`config.mk`:
```
export PLATFORM = sky130hd
export DESIGN_NAME = exc_entry_seq
export DESIGN_NICKNAME = d
export VERILOG_FILES = /design/src/rtl/exc_entry_pkg.sv /design/src/rtl/exc_arbiter.sv /design/src/rtl/exc_target.sv /design/src/rtl/exc_entry_seq.sv
export SDC_FILE = /design/constraint.sdc
export NUM_CORES = 1
export LEC_CHECK = 0
export ABC_AREA = 1
export BUFFER_PORTS_ARGS = -buffer_cell sky130_fd_sc_hd__buf_2
export CAP_MARGIN = 20
export CELL_PAD_IN_SITES_DETAIL_PLACEMENT = 0
export CELL_PAD_IN_SITES_GLOBAL_PLACEMENT = 1
export CORE_AREA = 4 4 150 224
export CTS_CLUSTER_SIZE = 30
export DETAILED_ROUTE_END_ITERATION = 16
export DIE_AREA = 0 0 154 228
export HOLD_SLACK_MARGIN = 0.03
export PLACE_DENSITY_LB_ADDON = 0.1
export SLEW_MARGIN = 20
export SYNTH_ARGS = -nofsm -noshare
export SYNTH_HDL_FRONTEND = slang
export SYNTH_HIERARCHICAL = 1
export SYNTH_SLANG_ARGS = --single-unit
```
`constraint.sdc`:
```
create_clock -name clk -period 2.7 [get_ports clk]
set_clock_uncertainty 0.2 [all_clocks]
set_input_delay 0.135 -clock clk [delete_from_list [all_inputs] [get_ports clk]]
set_output_delay 0.135 -clock clk [all_outputs]
set_load 0.02 [all_outputs]
```
`src/rtl/exc_entry_pkg.sv`:
```
package exc_entry_pkg;
    parameter int XLEN  = 32;
    parameter int EVT_W = 12;
    parameter int LVL_W = 4;

    localparam int BL_POS   = 28;
    localparam int RB_POS   = 29;
    localparam int MD_POS   = 30;
    localparam int FD_POS   = 15;
    localparam int IMASK_LO = 4;

    localparam logic [EVT_W-1:0] CODE_PWR    = 12'h000;
    localparam logic [EVT_W-1:0] CODE_MAN    = 12'h020;
    localparam logic [EVT_W-1:0] CODE_MULTI  = 12'h140;
    localparam logic [EVT_W-1:0] CODE_MISS_R = 12'h040;
    localparam logic [EVT_W-1:0] CODE_MISS_W = 12'h060;
    localparam logic [EVT_W-1:0] CODE_TRAP   = 12'h160;
    localparam logic [EVT_W-1:0] CODE_EXEMPT = 12'h1E0;

    localparam logic [XLEN-1:0] HARD_PC   = 32'hA000_0000;
    localparam logic [XLEN-1:0] OFS_GEN   = 32'h0000_0100;
    localparam logic [XLEN-1:0] OFS_MISS  = 32'h0000_0400;
    localparam logic [XLEN-1:0] OFS_IRQ   = 32'h0000_0600;
    localparam logic [XLEN-1:0] SR_RESET  = 32'h7000_00F0;

    typedef enum logic [1:0] {
        EV_NONE,
        EV_RESET,
        EV_EXC,
        EV_IRQ
    } ev_kind_e;
endpackage

```
`src/rtl/exc_arbiter.sv`:
```
module exc_arbiter
    import exc_entry_pkg::*;
#(
    parameter int CW = EVT_W,
    parameter int LW = LVL_W
) (
    input  logic          exc_valid_i,
    input  logic [CW-1:0] exc_code_i,
    input  logic          irq_pend_i,
    input  logic [LW-1:0] irq_level_i,
    input  logic [LW-1:0] imask_i,
    input  logic          bl_i,
    input  logic          sleep_i,
    input  logic          dslot_i,
    output ev_kind_e      kind_o
);
    logic irq_blocked;

    always_comb begin
        irq_blocked = dslot_i || (bl_i && !sleep_i) || (irq_level_i <= imask_i);
        kind_o = EV_NONE;
        if (exc_valid_i) begin
            if (bl_i && (exc_code_i != CODE_EXEMPT)) begin
                kind_o = EV_RESET;
            end else begin
                kind_o = EV_EXC;
            end
        end else if (irq_pend_i && !irq_blocked) begin
            kind_o = EV_IRQ;
        end
    end
endmodule

```
`src/rtl/exc_target.sv`:
```
module exc_target
    import exc_entry_pkg::*;
#(
    parameter int XW = XLEN,
    parameter int CW = EVT_W
) (
    input  ev_kind_e      kind_i,
    input  logic [CW-1:0] code_i,
    input  logic [XW-1:0] vbr_i,
    input  logic [XW-1:0] pc_i,
    input  logic          dslot_i,
    output logic [XW-1:0] new_pc_o,
    output logic [XW-1:0] spc_o,
    output logic          hard_o
);
    localparam logic [XW-1:0] TWO = XW'(2);

    logic is_trap;
    logic is_miss;

    always_comb begin
        hard_o  = (kind_i == EV_EXC) &&
                  ((code_i == CODE_PWR) || (code_i == CODE_MAN) || (code_i == CODE_MULTI));
        is_miss = (code_i == CODE_MISS_R) || (code_i == CODE_MISS_W);
        is_trap = (kind_i == EV_EXC) && (code_i == CODE_TRAP);

        spc_o = pc_i;
        if (dslot_i) spc_o = spc_o - TWO;
        if (is_trap) spc_o = spc_o + TWO;

        if (kind_i == EV_IRQ) begin
            new_pc_o = vbr_i + OFS_IRQ;
        end else if (hard_o) begin
            new_pc_o = HARD_PC;
        end else if (is_miss) begin
            new_pc_o = vbr_i + OFS_MISS;
        end else begin
            new_pc_o = vbr_i + OFS_GEN;
        end
    end
endmodule

```
`src/rtl/exc_entry_seq.sv`:
```
module exc_entry_seq
    import exc_entry_pkg::*;
#(
    parameter int XW = XLEN,
    parameter int CW = EVT_W,
    parameter int LW = LVL_W
) (
    input  logic          clk,
    input  logic          rst,
    input  logic          take_i,
    input  logic          exc_valid_i,
    input  logic [CW-1:0] exc_code_i,
    input  logic          irq_pend_i,
    input  logic [CW-1:0] irq_vec_i,
    input  logic [LW-1:0] irq_level_i,
    input  logic [XW-1:0] sr_i,
    input  logic [XW-1:0] pc_i,
    input  logic [XW-1:0] r15_i,
    input  logic [XW-1:0] vbr_i,
    input  logic          sleep_i,
    input  logic          dslot_i,
    output logic [XW-1:0] sr_o,
    output logic [XW-1:0] ssr_o,
    output logic [XW-1:0] spc_o,
    output logic [XW-1:0] sgr_o,
    output logic [CW-1:0] expevt_o,
    output logic [CW-1:0] intevt_o,
    output logic [XW-1:0] pc_o,
    output logic          rst_req_o,
    output logic          sleep_o,
    output logic          dslot_o
);
    typedef struct packed {
        logic [XW-1:0] sr;
        logic [XW-1:0] ssr;
        logic [XW-1:0] spc;
        logic [XW-1:0] sgr;
        logic [CW-1:0] expevt;
        logic [CW-1:0] intevt;
        logic [XW-1:0] pc;
        logic          rst_req;
        logic          sleep;
        logic          dslot;
    } state_t;

    state_t state_d, state_q;
    ev_kind_e      kind;
    logic [XW-1:0] tgt_pc;
    logic [XW-1:0] tgt_spc;
    logic          tgt_hard;
    logic [XW-1:0] sr_entry;

    exc_arbiter #(.CW(CW), .LW(LW)) u_arb (
        .exc_valid_i (exc_valid_i),
        .exc_code_i  (exc_code_i),
        .irq_pend_i  (irq_pend_i),
        .irq_level_i (irq_level_i),
        .imask_i     (sr_i[IMASK_LO +: LW]),
        .bl_i        (sr_i[BL_POS]),
        .sleep_i     (sleep_i),
        .dslot_i     (dslot_i),
        .kind_o      (kind)
    );

    exc_target #(.XW(XW), .CW(CW)) u_tgt (
        .kind_i   (kind),
        .code_i   (exc_code_i),
        .vbr_i    (vbr_i),
        .pc_i     (pc_i),
        .dslot_i  (dslot_i),
        .new_pc_o (tgt_pc),
        .spc_o    (tgt_spc),
        .hard_o   (tgt_hard)
    );

    always_comb begin
        state_d         = state_q;
        state_d.rst_req = 1'b0;
        sr_entry        = sr_i;
        sr_entry[BL_POS] = 1'b1;
        sr_entry[MD_POS] = 1'b1;
        sr_entry[RB_POS] = 1'b1;
        if (tgt_hard) begin
            sr_entry[FD_POS] = 1'b0;
            sr_entry[IMASK_LO +: LW] = '1;
        end
        if (take_i) begin
            case (kind)
                EV_RESET: state_d.rst_req = 1'b1;
                EV_EXC, EV_IRQ: begin
                    state_d.ssr   = sr_i;
                    state_d.spc   = tgt_spc;
                    state_d.sgr   = r15_i;
                    state_d.sr    = sr_entry;
                    state_d.pc    = tgt_pc;
                    state_d.sleep = 1'b0;
                    state_d.dslot = 1'b0;
                    if (kind == EV_EXC) state_d.expevt = exc_code_i;
                    else                state_d.intevt = irq_vec_i;
                end
                default: begin
                    state_d.sleep = sleep_i;
                    state_d.dslot = dslot_i;
                end
            endcase
        end
    end

    always_ff @(posedge clk) begin
        if (rst) begin
            state_q    <= '0;
            state_q.sr <= SR_RESET;
        end else begin
            state_q <= state_d;
        end
    end

    assign sr_o      = state_q.sr;
    assign ssr_o     = state_q.ssr;
    assign spc_o     = state_q.spc;
    assign sgr_o     = state_q.sgr;
    assign expevt_o  = state_q.expevt;
    assign intevt_o  = state_q.intevt;
    assign pc_o      = state_q.pc;
    assign rst_req_o = state_q.rst_req;
    assign sleep_o   = state_q.sleep;
    assign dslot_o   = state_q.dslot;

    assert_exc_first_R1: assert property (@(posedge clk) disable iff (rst)
        (take_i && exc_valid_i) |-> (kind != EV_IRQ));

    assert_reset_only_R2: assert property (@(posedge clk) disable iff (rst)
        rst_req_o |-> ($stable(pc_o) && $stable(sr_o) && $stable(spc_o) && $stable(ssr_o)));

    assert_irq_level_R5: assert property (@(posedge clk) disable iff (rst)
        (take_i && kind == EV_IRQ) |-> (irq_level_i > sr_i[IMASK_LO +: LW]));

    assert_entry_bits_R6: assert property (@(posedge clk) disable iff (rst)
        (take_i && (kind == EV_EXC || kind == EV_IRQ)) |=>
        (sr_o[BL_POS] && sr_o[MD_POS] && sr_o[RB_POS] && !sleep_o && !dslot_o));

    assert_no_slot_irq_R11: assert property (@(posedge clk) disable iff (rst)
        (take_i && kind == EV_IRQ) |-> !dslot_i);

    assert_hold_R13: assert property (@(posedge clk) disable iff (rst)
        !take_i |=> ($stable(sr_o) && $stable(pc_o) && $stable(spc_o) && !rst_req_o));
endmodule

```
==> results of run 1 <==
cell usage in the layout (no fill, tap or decap), types with 8 or more instances in the layout:
| master | instances |
|---|---|
| buf_4 | 78 |
| o21ai_1 | 33 |
| dlygate4sd3_1 | 109 |
| nand4_1 | 21 |
| nand2_1 | 275 |
| nor3_1 | 20 |
| nand2_2 | 18 |
| ha_1 | 11 |
| nand3_1 | 62 |
| xor2_1 | 29 |
| buf_2 | 346 |
| o22ai_1 | 8 |
| o21ai_0 | 132 |
| inv_1 | 164 |
| dfxtp_1 | 160 |
| nor2_4 | 17 |
| nor2_1 | 405 |
| a21oi_1 | 26 |
| nor2_2 | 17 |
| clkbuf_16 | 17 |
flip-flops by register name (all words and copies together) (netlist names):
| name | flops |
|---|---|
| expevt_o | 12 |
| sgr_o | 32 |
| sr_o | 6 |
| ssr_o | 31 |
| sleep_o | 1 |
| pc_o | 32 |
| dslot_o | 1 |
| intevt_o | 12 |
| rst_req_o | 1 |
| spc_o | 32 |
cells by family (layout without fill, tap and decap cells):
| kind of cell | count (synthesis) | after routing | synth area share, % |
|---|---|---|---|
| simple gates | 863 | 863 | 38.80 |
| flops | 160 | 160 | 32.93 |
| compound gates | 210 | 210 | 11.27 |
| fa+ha+maj | 11 | 11 | 1.415 |
| xor+xnor | 37 | 37 | 3.409 |
| buf+inv | 255 | 745 | 12.14 |
| other cells | 1 | 3 | 0.03855 |
cell usage after synthesis (15+ instances only):
cell / count / share of area [%]
o21ai_1: 29 / 1.5
nand2_2: 18 / 1.2
nand3_1: 64 / 3.3
o21ai_0: 136 / 7.0
buf_2: 15 / 0.77
a21oi_1: 27 / 1.4
inv_1: 166 / 6.4
nor3_1: 20 / 1.0
nand4_1: 21 / 1.4
buf_4: 30 / 2.3
nor2_4: 15 / 1.7
nand2_1: 276 / 11
xor2_1: 29 / 2.6
clkbuf_1: 20 / 0.77
nor2_1: 411 / 16
dfxtp_1: 160 / 33
layer usage:
layer	vias up	global-route usage [%]	part of all wire, %
met5	-	0	0
met4	0	6.297	2.4
met3	42	3.565	3.9
met2	240	39.87	54
met1	4938	22.85	40
li1	5749	-	-
per-stage QoR:
stage	instances	hold slack, ns
after floorplan	1539	0.004066
after global placement	2295	0.1580
after detailed placement	2295	0.1669
after CTS	2436	0.03238
after global routing	2439	0.09797
final	2439	0.05071
what timing repair did:
| item | in CTS | in global routing |
|---|---|---|
| setup endpoints to repair | 0 | 23 |
| buffers inserted | 0 | 3 |
| resized for setup | 0 | 17 |
| hold buffers | 109 | 0 |
| hold endpoints to repair | 114 | 0 |
critical path, delay by kind of cell:
family | cells | cell delay (ns)
buf+inv | 6 | 1.60
simple gates | 5 | 0.68
compound gates | 2 | 0.26
worst min-delay path by stage:
| stage | cells after the start | to | slack (ns) | start |
|---|---|---|---|---|
| after detailed placement | 3 | intevt_o[6] | 0.17 | irq_vec_i[6] |
| after global placement | 3 | intevt_o[9] | 0.16 | irq_vec_i[9] |
| after CTS | 6 | spc_o[20] | 0.03 | pc_i[20] |
| after floorplan | 1 | sr_o[15] | 0.004 | rst |
| final | 5 | pc_o[16] | 0.05 | vbr_i[16] |
| after global routing | 5 | pc_o[30] | 0.1 | vbr_i[30] |
cell type report:
type / instances / share of cell area, %
flip-flops and latches: 160 / 22.99
clock inverters: 15 / 1.365
well taps: 410 / 3.682
repair buffers: 540 / 25.47
multi-input cells: 1124 / 38.73
inverters: 173 / 4.714
clock buffers: 17 / 3.053
power breakdown:
group | total, uW | internal (uW) | leakage, uW | switching, uW
clock network | 2540 | 1340 | 0.000294 | 1200
logic | 1460 | 577 | 0.00551 | 887
registers | 2570 | 2500 | 0.00131 | 74.7
total | 6580 | 4410 | 0.00712 | 2160
==> results.ini, run 1 <==
[finish]
fill_cells = 3451
diodes = 0
fin_area_mm2 = 0.01393
ff_latch_area_mm2 = 0.003203
multi_input_area_mm2 = 0.005396
fin_util_pct = 43.91
areaGrowthSynthToFinish_pct = 43.25
nNetsFinal = 2190
drive_gt1_share_pct = 27.01

[outcome]
status = finished, final reports clean

[placed_design]
place.gp.congestion = 0.8585
detailedPlace.worstSlack_ns = -0.2179
place_area_mm2 = 0.01216
port_buffers = 346
place_hpwl_mm = 28.84

[power_and_ir_drop]
ir_drop_mv = 0.4102
power.leakage_uw = 0.007116
power.total_uw = 6578
power_density_mw_per_mm2 = 472.1

[clocking]
cts_made_buffers = 17
cts_tree = yes
clkTransAtPathRegs_ns = 0.07
cts.path.max_buffers = 2
htreeDepth = 4
root_buffer = clkbuf_16
cts_sinks = 160
insertion_delay_ns = 0.43

[critical_path]
worstPathArrival_ns = 2.68
path_common_cell = dlygate4sd3_1
crit_chain = buf_2, dlygate4sd3_1, buf_4, nor2_2, nand3_2, nor2_4, nand3_1, a21oi_2, buf_12, inv_1, nand4_1, a21oi_1, dlygate4sd3_1
max_stage_delay_ns = 0.56
critPathLaunch = exc_code_i[3]
r2r_start = sr_o[15]
slowest_stage = dlygate4sd3_1
critPathKind = in -> reg
endpoint_kind = flop
r2r_end = sr_o[15]
cp-endpoint = sr_o[15]
cp-start-kind = primary input
r2r_slack_ns = 1.35
reg2reg_depth = 3
crit_fanout = 14
worstPathRequired_ns = 2.83

[detailed_routing]
dr_total_vias = 10970
wire_per_inst_um = 15.39
drc_errors = 0
post_drt_via_cell_ratio = 4.497
detail-route-antenna-nets = 0
drt_iter0_markers = 474
first_pass_iters = 4
wl_mm = 37.53

[synth]
synth_cell_types = 43
syn_area_per_cell_um2 = 6.328
ys_seq_elements = 160
postSynth.asyncResetShare_pct = 0
synth_edf_count = 0
ys_seq_area_share_pct = 32.93
synthesis.area_mm2 = 0.009727
synth-main-ff-cell = dfxtp_1
ys_warn_count = 6
syn_inst = 1537

[sta]
final-max-slew-violation-count = 0
finalSetupTns_ns = 0
min_period_ns = 2.553
fin_crit_sh_pct = 94.55
setup_viol = 0
setup_ws_ns = 0.1470
finalHoldViolations = 0
fmax_mhz = 391.7

[floorplan]
io-pin-count = 350
die-width_um = 154
core_area_mm2 = 0.03173
floorplan.rows = 80
start_util_pct = 30.65
die_h_um = 228
die_area_mm2 = 0.03511

[grt]
grt_max_degree = 72
grt_overflow = 0
antenna_found_initial = 0
grt_pass1_vias = 10840
track_usage_pct = 20.75
grt_pass1_wl_mm = 58.11

[hold_path]
hp-class = in -> reg

[run]
drv_cap = 0

No activity file was read; power rests on OpenSTA's default activity.
==> run 2: changes to the inputs <==
- CORE_AREA: 4 4 150 224 -> 5 5 151 225
- DIE_AREA: 0 0 154 228 -> 0 0 156 230
- PLACE_DENSITY: default -> 0.78
- PLACE_DENSITY_LB_ADDON: 0.1 -> default
==> results.ini, run 2 (same netlist as run 1, synthesis figures left out) <==
[outcome]
status = finished, final reports clean

[sta]
fmax_mhz = 395.5
setup_viol = 0
rsz0062_at_grt = true
finalHoldViolations = 0
min_period_ns = 2.528
fin_crit_sh_pct = 93.64
final-max-slew-violation-count = 0
finalSetupTns_ns = 0

[clocking]
root_buffer = clkbuf_16
cts_tree = yes
clkTransAtPathRegs_ns = 0.07
htreeDepth = 4
insertion_delay_ns = 0.43
cts_made_buffers = 17
cts_sinks = 160
cts.path.max_buffers = 2
cts_setup_buffers = 0

[critical_path]
worstPathRequired_ns = 2.84
crit_fanout = 5
critPathKind = in -> reg
critPathTopFamily = simple AND/OR/NAND/NOR gates
worstPathBufferInverterCount = 4
reg2reg_depth = 3
r2r_slack_ns = 1.36
slowest_stage = dlygate4sd3_1
endpoint_kind = flop
worstPathArrival_ns = 2.67
max_stage_delay_ns = 0.58
r2r_start = ssr_o[15]
crit_chain = buf_2, dlygate4sd3_1, buf_4, inv_1, nand2_1, nor2_4, nand3_1, nor2_2, nand2_1, nor2_4, nand2_4, nor2_8, nand3b_4, nor2_4, nand2_1, nand2_1, nand2_1, o21ai_0, nor2_1
cp-start-kind = primary input
r2r_end = ssr_o[15]
path_common_cell = nand2_1

[detailed_routing]
detail-route-antenna-nets = 0
dr_total_vias = 11130
post_drt_via_cell_ratio = 4.586
wl_mm = 36.26
wire_per_inst_um = 14.94
drc_errors = 0
first_pass_iters = 5
drt_iter0_markers = 579

[placed_design]
place_hpwl_mm = 27.93
port_buffers = 346
place.gp.congestion = 0.9081
dp_cells = 2283

[floorplan]
start_util_pct = 30.65
core_area_mm2 = 0.03173
die_h_um = 230
die-width_um = 156
die_area_mm2 = 0.03588
io-pin-count = 350
floorplan.rows = 80

[grt]
track_usage_pct = 19.74
grt_pass1_vias = 10820
grt_overflow = 0
grt_pass1_wl_mm = 56.60
grt_max_degree = 80
antenna_found_initial = 1

[power_and_ir_drop]
power_density_mw_per_mm2 = 479.8
ir_drop_mv = 0.3581
power.leakage_uw = 0.007031
power.total_uw = 6628

[hold_path]
hold_path_depth = 7
hp-start = pc_i[30]
hp-class = in -> reg
whs_endpoint = spc_o[30]

[finish]
fill_cells = 3336
nNetsFinal = 2177
finish.cell_count_without_fillers = 2427
drive_gt1_share_pct = 25.94
mostFrequentLayoutCells = nor2_1, buf_2, nand2_1, inv_1, dfxtp_1
areaGrowthSynthToFinish_pct = 42.01
final_common_cell = nor2_1
fin_util_pct = 43.53

[run]
drv_cap = 0

[run 2: cell types whose count changed in the layout (fill, tap and decap cells not counted), sizes merged]
cell         before  now
clkbuf           17   20
clkinv            5    4
dlygate4sd3     109  111
inv             180  175
buf             431  416
diode             0    1
bufinv            1    4
[run 2: how the worst max path moves through the flow]
stage | from | cells past startpoint | end
3_3_place_gp | sr_i[4] | 22 | spc_o[31]
6_report | exc_code_i[7] | 19 | spc_o[21]
4_1_cts | exc_code_i[7] | 19 | spc_o[31]
3_5_place_dp | sr_i[4] | 22 | spc_o[21]
5_1_grt | sr_i[28] | 21 | spc_o[27]
2_1_floorplan | sr_i[7] | 22 | spc_o[31]
[run 2: worst register-to-register path, stage by stage, from the launching register on]
cell and delay, ns:
dfxtp_1 0.33, nand2_1 0.05, a21oi_1 0.15, dlygate4sd3_1 0.56
[run 2: routing by layer]
| metal | up-vias | global-route usage [%] | routed length, um |
|---|---|---|---|
| li1 | 5707 | - | - |
| met4 | 0 | 8.240 | 1410 |
| met2 | 314 | 37.16 | 19390 |
| met5 | - | 0 | 0 |
| met3 | 70 | 3.536 | 1827 |
| met1 | 5039 | 21.27 | 13630 |
[run 2: metrics by stage]
stage	hold WS [ns]	area, um2	worst slack [ns]
after floorplan	0.004066	9734	0.0002576
final	0.05703	13810	0.1717
after CTS	0.03933	13800	0.09093
after global placement	0.1559	12070	-0.2250
after detailed placement	0.1675	12070	-0.2521
after global routing	0.08792	13810	-0.02360
[run 2: layout make-up]
type                       instances  area [um2]  share of cell area [%]
antenna                            1       2.502                 0.01812
clock buffer                      20       436.7                   3.161
tap                              410       513.0                   3.714
sequential                       160        3203                   23.19
inverter                         173       656.9                   4.755
timing repair buffer             527        3456                   25.02
clock inverter                    12       180.2                   1.304
multi-input combinational       1124        5365                   38.84
[run 2: repair_timing]
item | 4_1_cts | 5_1_grt
hold buffers | 111 | 0
endpoints found under the setup margin | 0 | 14
endpoints found under the hold margin | 114 | 0
gates resized for setup | 0 | 6
[run 2: report_power, final]
group	switching [uW]	internal, uW	leakage (uW)
clock network	1040	1550	0.000295
logic	882	567	0.00543
registers	78.0	2500	0.00131
total	2000	4620	0.00703
